File: config.mk
export PLATFORM = sky130hd
export DESIGN_NAME = tout_pin_ctrl
export DESIGN_NICKNAME = d
export VERILOG_FILES = /design/src/rtl/tpc_pkg.sv /design/src/rtl/tpc_regs.sv /design/src/rtl/tpc_level.sv /design/src/rtl/tout_pin_ctrl.sv
export SDC_FILE = /design/constraint.sdc
export NUM_CORES = 1
export LEC_CHECK = 0
export CORE_AREA = 2 2 39 41
export DETAILED_ROUTE_END_ITERATION = 10
export DIE_AREA = 0 0 41 43
export DONT_BUFFER_PORTS = 1
export GPL_ROUTABILITY_DRIVEN = 0
export HOLD_SLACK_MARGIN = 0.15
export PLACE_DENSITY = 0.44
export SLEW_MARGIN = 20
export SYNTH_ARGS = -nofsm -noshare
export SYNTH_HDL_FRONTEND = slang
export SYNTH_SLANG_ARGS = --single-unit
File: constraint.sdc
create_clock -name clk -period 1.1 [get_ports clk]
set_clock_uncertainty 0.2 [all_clocks]
set_input_delay 0.11 -clock clk [delete_from_list [all_inputs] [get_ports clk]]
set_output_delay 0.11 -clock clk [all_outputs]
set_load 0.03 [all_outputs]
File: src/rtl/tpc_pkg.sv
package tpc_pkg;

    typedef enum logic {
        MODE_TOGGLE = 1'b0,
        MODE_COMBO  = 1'b1
    } mode_e;

    typedef struct packed {
        mode_e mode;
        logic  pol;
        logic  en;
    } cfg_t;

    typedef struct packed {
        logic lvl;
    } lvl_state_t;

    localparam int CTRL_MODE_BIT = 0;
    localparam int CTRL_POL_BIT  = 1;
    localparam int EN_BIT        = 0;
    localparam int LVL_BIT       = 0;

endpackage

File: src/rtl/tpc_regs.sv
module tpc_regs
    import tpc_pkg::*;
#(
    parameter int ADDR_W   = 2,
    parameter int DATA_W   = 8,
    parameter int ADR_CTRL = 0,
    parameter int ADR_EN   = 1,
    parameter int ADR_LVL  = 2
) (
    input  logic              clk,
    input  logic              rst_n,
    input  logic              wr_en,
    input  logic [ADDR_W-1:0] wr_addr,
    input  logic [DATA_W-1:0] wr_data,
    output cfg_t              cfg_o,
    output logic              lvl_wr_o,
    output logic              lvl_val_o
);

    localparam logic [ADDR_W-1:0] A_CTRL = ADDR_W'(ADR_CTRL);
    localparam logic [ADDR_W-1:0] A_EN   = ADDR_W'(ADR_EN);
    localparam logic [ADDR_W-1:0] A_LVL  = ADDR_W'(ADR_LVL);

    cfg_t cfg_d, cfg_q;
    logic unused_data;

    assign unused_data = ^wr_data;

    always_comb begin
        cfg_d = cfg_q;
        if (wr_en && (wr_addr == A_CTRL)) begin
            cfg_d.mode = mode_e'(wr_data[CTRL_MODE_BIT]);
            cfg_d.pol  = wr_data[CTRL_POL_BIT];
        end
        if (wr_en && (wr_addr == A_EN)) begin
            cfg_d.en = wr_data[EN_BIT];
        end
    end

    always_ff @(posedge clk) begin
        if (!rst_n) begin
            cfg_q <= '{mode: MODE_TOGGLE, pol: 1'b0, en: 1'b0};
        end else begin
            cfg_q <= cfg_d;
        end
    end

    assign cfg_o     = cfg_q;
    assign lvl_wr_o  = wr_en && (wr_addr == A_LVL);
    assign lvl_val_o = wr_data[LVL_BIT];

endmodule

File: src/rtl/tpc_level.sv
module tpc_level
    import tpc_pkg::*;
(
    input  logic clk,
    input  logic rst_n,
    input  cfg_t cfg,
    input  logic evt_toggle,
    input  logic evt_set,
    input  logic evt_reset,
    input  logic lvl_wr,
    input  logic lvl_val,
    output logic lvl_o
);

    lvl_state_t st_d, st_q;
    logic       hit;
    logic       evt_lvl;

    always_comb begin
        hit     = 1'b0;
        evt_lvl = st_q.lvl;
        if (cfg.mode == MODE_TOGGLE) begin
            if (evt_toggle) begin
                hit     = 1'b1;
                evt_lvl = ~st_q.lvl;
            end
        end else begin
            // reset outranks set
            if (evt_reset) begin
                hit     = 1'b1;
                evt_lvl = cfg.pol;
            end else if (evt_set) begin
                hit     = 1'b1;
                evt_lvl = ~cfg.pol;
            end
        end

        st_d = st_q;
        if (hit) begin
            st_d.lvl = evt_lvl;
        end else if (lvl_wr) begin
            st_d.lvl = lvl_val;
        end
    end

    always_ff @(posedge clk) begin
        if (!rst_n) begin
            st_q <= '{lvl: 1'b0};
        end else begin
            st_q <= st_d;
        end
    end

    assign lvl_o = st_q.lvl;

endmodule

File: src/rtl/tout_pin_ctrl.sv
module tout_pin_ctrl
    import tpc_pkg::*;
#(
    parameter int ADDR_W   = 2,
    parameter int DATA_W   = 8,
    parameter int ADR_CTRL = 0,
    parameter int ADR_EN   = 1,
    parameter int ADR_LVL  = 2
) (
    input  logic              clk,
    input  logic              rst_n,
    input  logic              evt_toggle,
    input  logic              evt_set,
    input  logic              evt_reset,
    input  logic              wr_en,
    input  logic [ADDR_W-1:0] wr_addr,
    input  logic [DATA_W-1:0] wr_data,
    output logic              pin_o
);

    cfg_t cfg;
    logic lvl_wr;
    logic lvl_val;
    logic lvl;

    tpc_regs #(
        .ADDR_W  (ADDR_W),
        .DATA_W  (DATA_W),
        .ADR_CTRL(ADR_CTRL),
        .ADR_EN  (ADR_EN),
        .ADR_LVL (ADR_LVL)
    ) u_regs (
        .clk      (clk),
        .rst_n    (rst_n),
        .wr_en    (wr_en),
        .wr_addr  (wr_addr),
        .wr_data  (wr_data),
        .cfg_o    (cfg),
        .lvl_wr_o (lvl_wr),
        .lvl_val_o(lvl_val)
    );

    tpc_level u_level (
        .clk       (clk),
        .rst_n     (rst_n),
        .cfg       (cfg),
        .evt_toggle(evt_toggle),
        .evt_set   (evt_set),
        .evt_reset (evt_reset),
        .lvl_wr    (lvl_wr),
        .lvl_val   (lvl_val),
        .lvl_o     (lvl)
    );

    // pin gated by enable; level register untouched by the gate
    assign pin_o = cfg.en ? lvl : 1'b0;

endmodule

**After elaboration in Yosys (flattened, before gate mapping)**

Index checks and enable logic that the tools add are counted.

- Output and inout port bits: 1
- Flip-flop bits (word level): 4
- Input bits: 16

- Bitwise gates (word level): 2
- Reductions and logical operators: 6
- Equal/unequal tests: 4
- Multiplexer cells: 11

Operators with widths:

| cell | count |
|---|---|
| 2-to-1 mux 1 bit | 11 |
| inequality test 4 bit (second input constant) | 1 |
| logical AND 1 bit | 3 |
| inequality test 3 bit (second input constant) | 1 |
| AND reduction 3 bit | 1 |
| == test 2 x 1 -> 1 bit (second input constant) | 1 |
| == test 2 bit (second input constant) | 1 |
| logical NOT 2 bit | 1 |
| inverter 1 bit | 2 |
| nonzero test 2 bit | 1 |

**Longest topological paths before layout**

- Depth after elaboration: 5
- Gate-level depth with buffers: 3
- Gate-level depth less buffers: 3

**Cells and area by module**

A second synthesis with hierarchy kept.

- Cell total of the unflattened synthesis: 24
- Area total of the unflattened synthesis: 234.0 µm²

By module, submodules not included:

| module | area an instance (µm²) | cells each | instances | seq. area each (µm²) |
|---|---|---|---|---|
| tpc_regs | 152.6 | 15 | 1 | 60.1 |
| tpc_level | 75.1 | 8 | 1 | 20.0 |
| tout_pin_ctrl | 6.3 | 1 | 1 | 0.0 |

**Least setup slack after synthesis**

OpenSTA, ideal clock, no wires.

- Path type: reg-to-reg
- Start point: register u_regs.cfg_q, in the netlist u_regs.cfg_o[2]
- End point: register u_level.st_q, in the netlist u_level.lvl_o
- Path buffers: 0
- Arrival time: 0.859 ns
- Cell stages (with the launch flop): 4
- Path slack: -0.073 ns
- Period minus slack after synthesis: 1.173 ns
- Cells stage by stage: dfxtp_1 > nor3b_2 > o21ai_0 > a2bb2o_4

- Word-level cells in the longest chain between the ends: 3
- Elaborated cells between the ends (all ways): 7
- Those cells by class: eq/ne (2); mux (3); reduce/logical (2)

Ends and longest elaborated chain:

| element | line | text |
|---|---|---|
| start, declared | tpc_regs.sv:24 | `cfg_t cfg_d, cfg_q;` |
| start signal, assigned | tpc_regs.sv:42 | `cfg_q <= '{mode: MODE_TOGGLE, pol: 1'b0, en: 1'b0};` |
| start signal, assigned | tpc_regs.sv:44 | `cfg_q <= cfg_d;` |
| 2-to-1 mux 1 bit | tpc_level.sv:22 | `if (cfg.mode == MODE_TOGGLE) begin` |
| inequality test 4 bit (no source line) (tied with other cells) | -- |  |
| AND reduction 3 bit (no source line) | -- |  |
| end signal, assigned | tpc_level.sv:48 | `st_q <= '{lvl: 1'b0};` |
| end signal, assigned | tpc_level.sv:50 | `st_q <= st_d;` |
| end, declared | tpc_level.sv:15 | `lvl_state_t st_d, st_q;` |

Parallel ways exist; a longest one is shown, timed or not.
A chain may end at the register's enable or synchronous reset.

**Worst setup path in the final report**

Ends and elaborated chain as after synthesis.

==> metrics.txt <==
DRC Markers 0; vias in the first global route 191; die width 41 um; number of flops mapped to enable cells by yosys 0; r2r endpoint u_level.lvl_o$_SDFFE_PN0P_; Slew headroom 82.5%; Crit-path slowest cell dfxtp_2; Die Y 43 um; Comb power frac 13.1%; initial core utilization 17.4%; die footprint 1760 um^2; Synth Area in Adders 0%; post-synthesis sequential area ratio 33.3%; Hold EP u_regs.cfg_o[0]$_SDFFE_PN0P_; crit-path max FO 3; Root Driver clkbuf_4; DR vias 177; Yosys warning count 0; H-tree Lvls 1; Synth Area in XOR/XNOR 3.65%; Sinks on Clock Net 4; Max Slew Vio Count 0; reg2reg start u_regs.cfg_o[2]$_SDFFE_PN0P_; count of final hold-check violations 4; Synth area leaders dfxtp_1 (33%), mux2i_1 (21%), nor3b_2 (10%); Cell Area, Placed 268 um^2; Clock Latency Late Sink 0.23 ns; Ports 17; most common cell in the synthesized netlist mux2i_1; hold_ws -0.187 ns; grt ovf 0; WHS Path Cells 1; Yosys reg bits 4; vias per cell 4.21; syn nets 38; DR pass1 iterations 2; Reg power frac 41.3%; Final Cycle Share 102%; # setup viols final 1; reg2reg path depth 3; Peak VDD IR 788 uV; Layout Cells excl Fill 42; Synth async-reset ratio 0%; PortBufs 0; cell-internal power 309 uW; top_reg_cell synth dfxtp_1; Total GRT Usage 6.53%; power share of the clock group 45.6%; multiplexer share of the synthesized area 20.8%; Worst-path clk slew 0.03 ns; Critical Path RT 1.03 ns; DRT iter0 DRCs 2; Worst setup EP type flop; TritonCTS Buffers 3; FMAX 0.888 GHz; failing checks negative hold slack, negative setup slack; Avg WL per Cell 10.7 um; CTS tree built; Filler Cell Count 155; Setup Buffers After CTS 0; area grow syn2layout 28.6%; worst-margin pin slew 0.262 ns; Synth Area in Compound Gates 10.4%; Tot Pwr 387 uW; WL final 449 um; Reg area 81.3 um^2; setup ws final -0.0262 ns; Period minus WS final 1.13 ns; Pwr Density 1250 nW/um^2; max-capacitance violation count 0; Post-Syn Instances 22; post-synth top area cell dfxtp_1; most frequent cells after synthesis mux2i_1 (5), dfxtp_1 (4), nor2b_1 (3), nand3b_1 (2), nor3b_2 (2); Mapped Area 240 um^2; Net Switching 78.3 uW; Top delay family on crit path flip-flops; largest net degree at the start of global routing 6; largest family of logic cells by synthesized area simple AND/OR/NAND/NOR gates; Bufs and invs on worst path 0; HP Class in -> reg; Post-DRT Antenna Nets 0; RSZ-0062 raised after global routing true; FP Rows 14; max incr delay on CP 0.33 ns; DP Cell Count 39; cell area after layout 309 um^2; critical path cell sequence nor3b_4 > nor3b_2 > a2bb2o_4; hold path start rst_n; syn avg cell area 10.9 um^2; area of the multi-input gates 178 um^2; simple-gate share of the synthesized area 31.8%; Leak 0.000118 uW; switch share 20.2%; diode count 0; Reg2Reg Setup Slack -0.03 ns; first-pass GRT wire length 690 um; status complete, but fails checks; Startpoint Class flop; CP arrival 1.05 ns; Synth cell types 11; clk buf depth 2; initial antenna violation count 0; core area 1380 um^2; Nets 44; area fraction of the dominant cell type after synthesis 33.3%; critical path class reg -> reg; share of cells above drive strength 1 42.3%
## per-layer routing
layer / up-vias / global-route usage [%] / share of wire (%)
li1: 88 / - / -
met1: 73 / 6.13 / 44
met2: 16 / 8.13 / 37
met3: 0 / 8.90 / 18
met4: 0 / 2.00 / 0
met5: - / 0 / 0
## how the worst max path moves through the flow
| stage | startpoint | end | slack (ns) | cells after the start |
|---|---|---|---|---|
| floorplan | u_regs.cfg_o[2]$_SDFFE_PN0P_ | u_level.lvl_o$_SDFFE_PN0P_ | -0.03 | 3 |
| global placement | u_regs.cfg_o[2]$_SDFFE_PN0P_ | u_level.lvl_o$_SDFFE_PN0P_ | -0.03 | 3 |
| detailed placement | u_regs.cfg_o[2]$_SDFFE_PN0P_ | u_level.lvl_o$_SDFFE_PN0P_ | -0.05 | 3 |
| CTS | u_regs.cfg_o[2]$_SDFFE_PN0P_ | u_level.lvl_o$_SDFFE_PN0P_ | -0.03 | 3 |
| global route | u_regs.cfg_o[2]$_SDFFE_PN0P_ | u_level.lvl_o$_SDFFE_PN0P_ | -0.09 | 3 |
| finish | u_regs.cfg_o[2]$_SDFFE_PN0P_ | u_level.lvl_o$_SDFFE_PN0P_ | -0.03 | 3 |
## state kept, by name, summed over array words and instances, names as in the netlist
signal / count
u_regs.cfg_o: 3
u_level.lvl_o: 1
## cells by family after synthesis
| family | after synthesis |
|---|---|
| muxes | 5 |
| DFF | 4 |
| AOI/OAI and AO/OA | 2 |
| and+or+nand+nor | 10 |
| xor gates and xnor gates | 1 |
## area by class of cell
type | count | share of cell area [%]
multi-input combinational | 18 | 57.5
sequential | 4 | 26.3
clock buffer | 3 | 7.29
tap | 16 | 6.48
timing repair buffer | 1 | 2.43
## power groups by stage
stage               clock network, uW  logic [uW]  registers (uW)
floorplan                           0        41.4             160
global placement                    0        46.0             161
detailed placement                  0        47.6             161
CTS                               188        51.3             160
global route                      200        54.9             161
finish                            177        50.9             160
## what timing repair did
action / CTS / global route
setup endpoints to repair: 2 / 2
pin swaps: 2 / 0
hold endpoints to repair: 4 / 4
gates resized for setup: 6 / 0
## worst register-to-register path: stages (launching register included)
cell      delay (ns)
dfxtp_2         0.33
nor3b_4         0.22
nor3b_2         0.08
a2bb2o_4        0.19
## cells in the final DEF (no fill, tap or decap)
cell type | synthesis | routed
buf_4 | 0 | 1
mux2i_1 | 5 | 5
o21ai_2 | 0 | 1
xor2_1 | 1 | 1
dfxtp_2 | 0 | 1
nor2b_1 | 3 | 3
nor3b_2 | 2 | 2
clkbuf_4 | 0 | 3
dfxtp_1 | 4 | 3
nor2_1 | 1 | 1
and2_4 | 0 | 1
a2bb2o_4 | 1 | 1
nand3b_1 | 2 | 2
nor3b_4 | 0 | 1
## through the flow
| stage | util [%] | hold slack (ns) | setup TNS (ns) | worst slack, ns |
|---|---|---|---|---|
| 6_report | 22.3 | -0.187 | -0.0262 | -0.0262 |
| 5_1_grt | 22.3 | -0.182 | -0.119 | -0.0869 |
| 4_1_cts | 22.3 | -0.190 | -0.0327 | -0.0253 |
| 3_5_place_dp | 19.3 | 0.0567 | -0.0473 | -0.0473 |
| 3_3_place_gp | 19.3 | 0.0409 | -0.0278 | -0.0278 |
| 2_1_floorplan | - | 0.0382 | -0.0281 | -0.0281 |
Power figures use the tool's default switching activity.
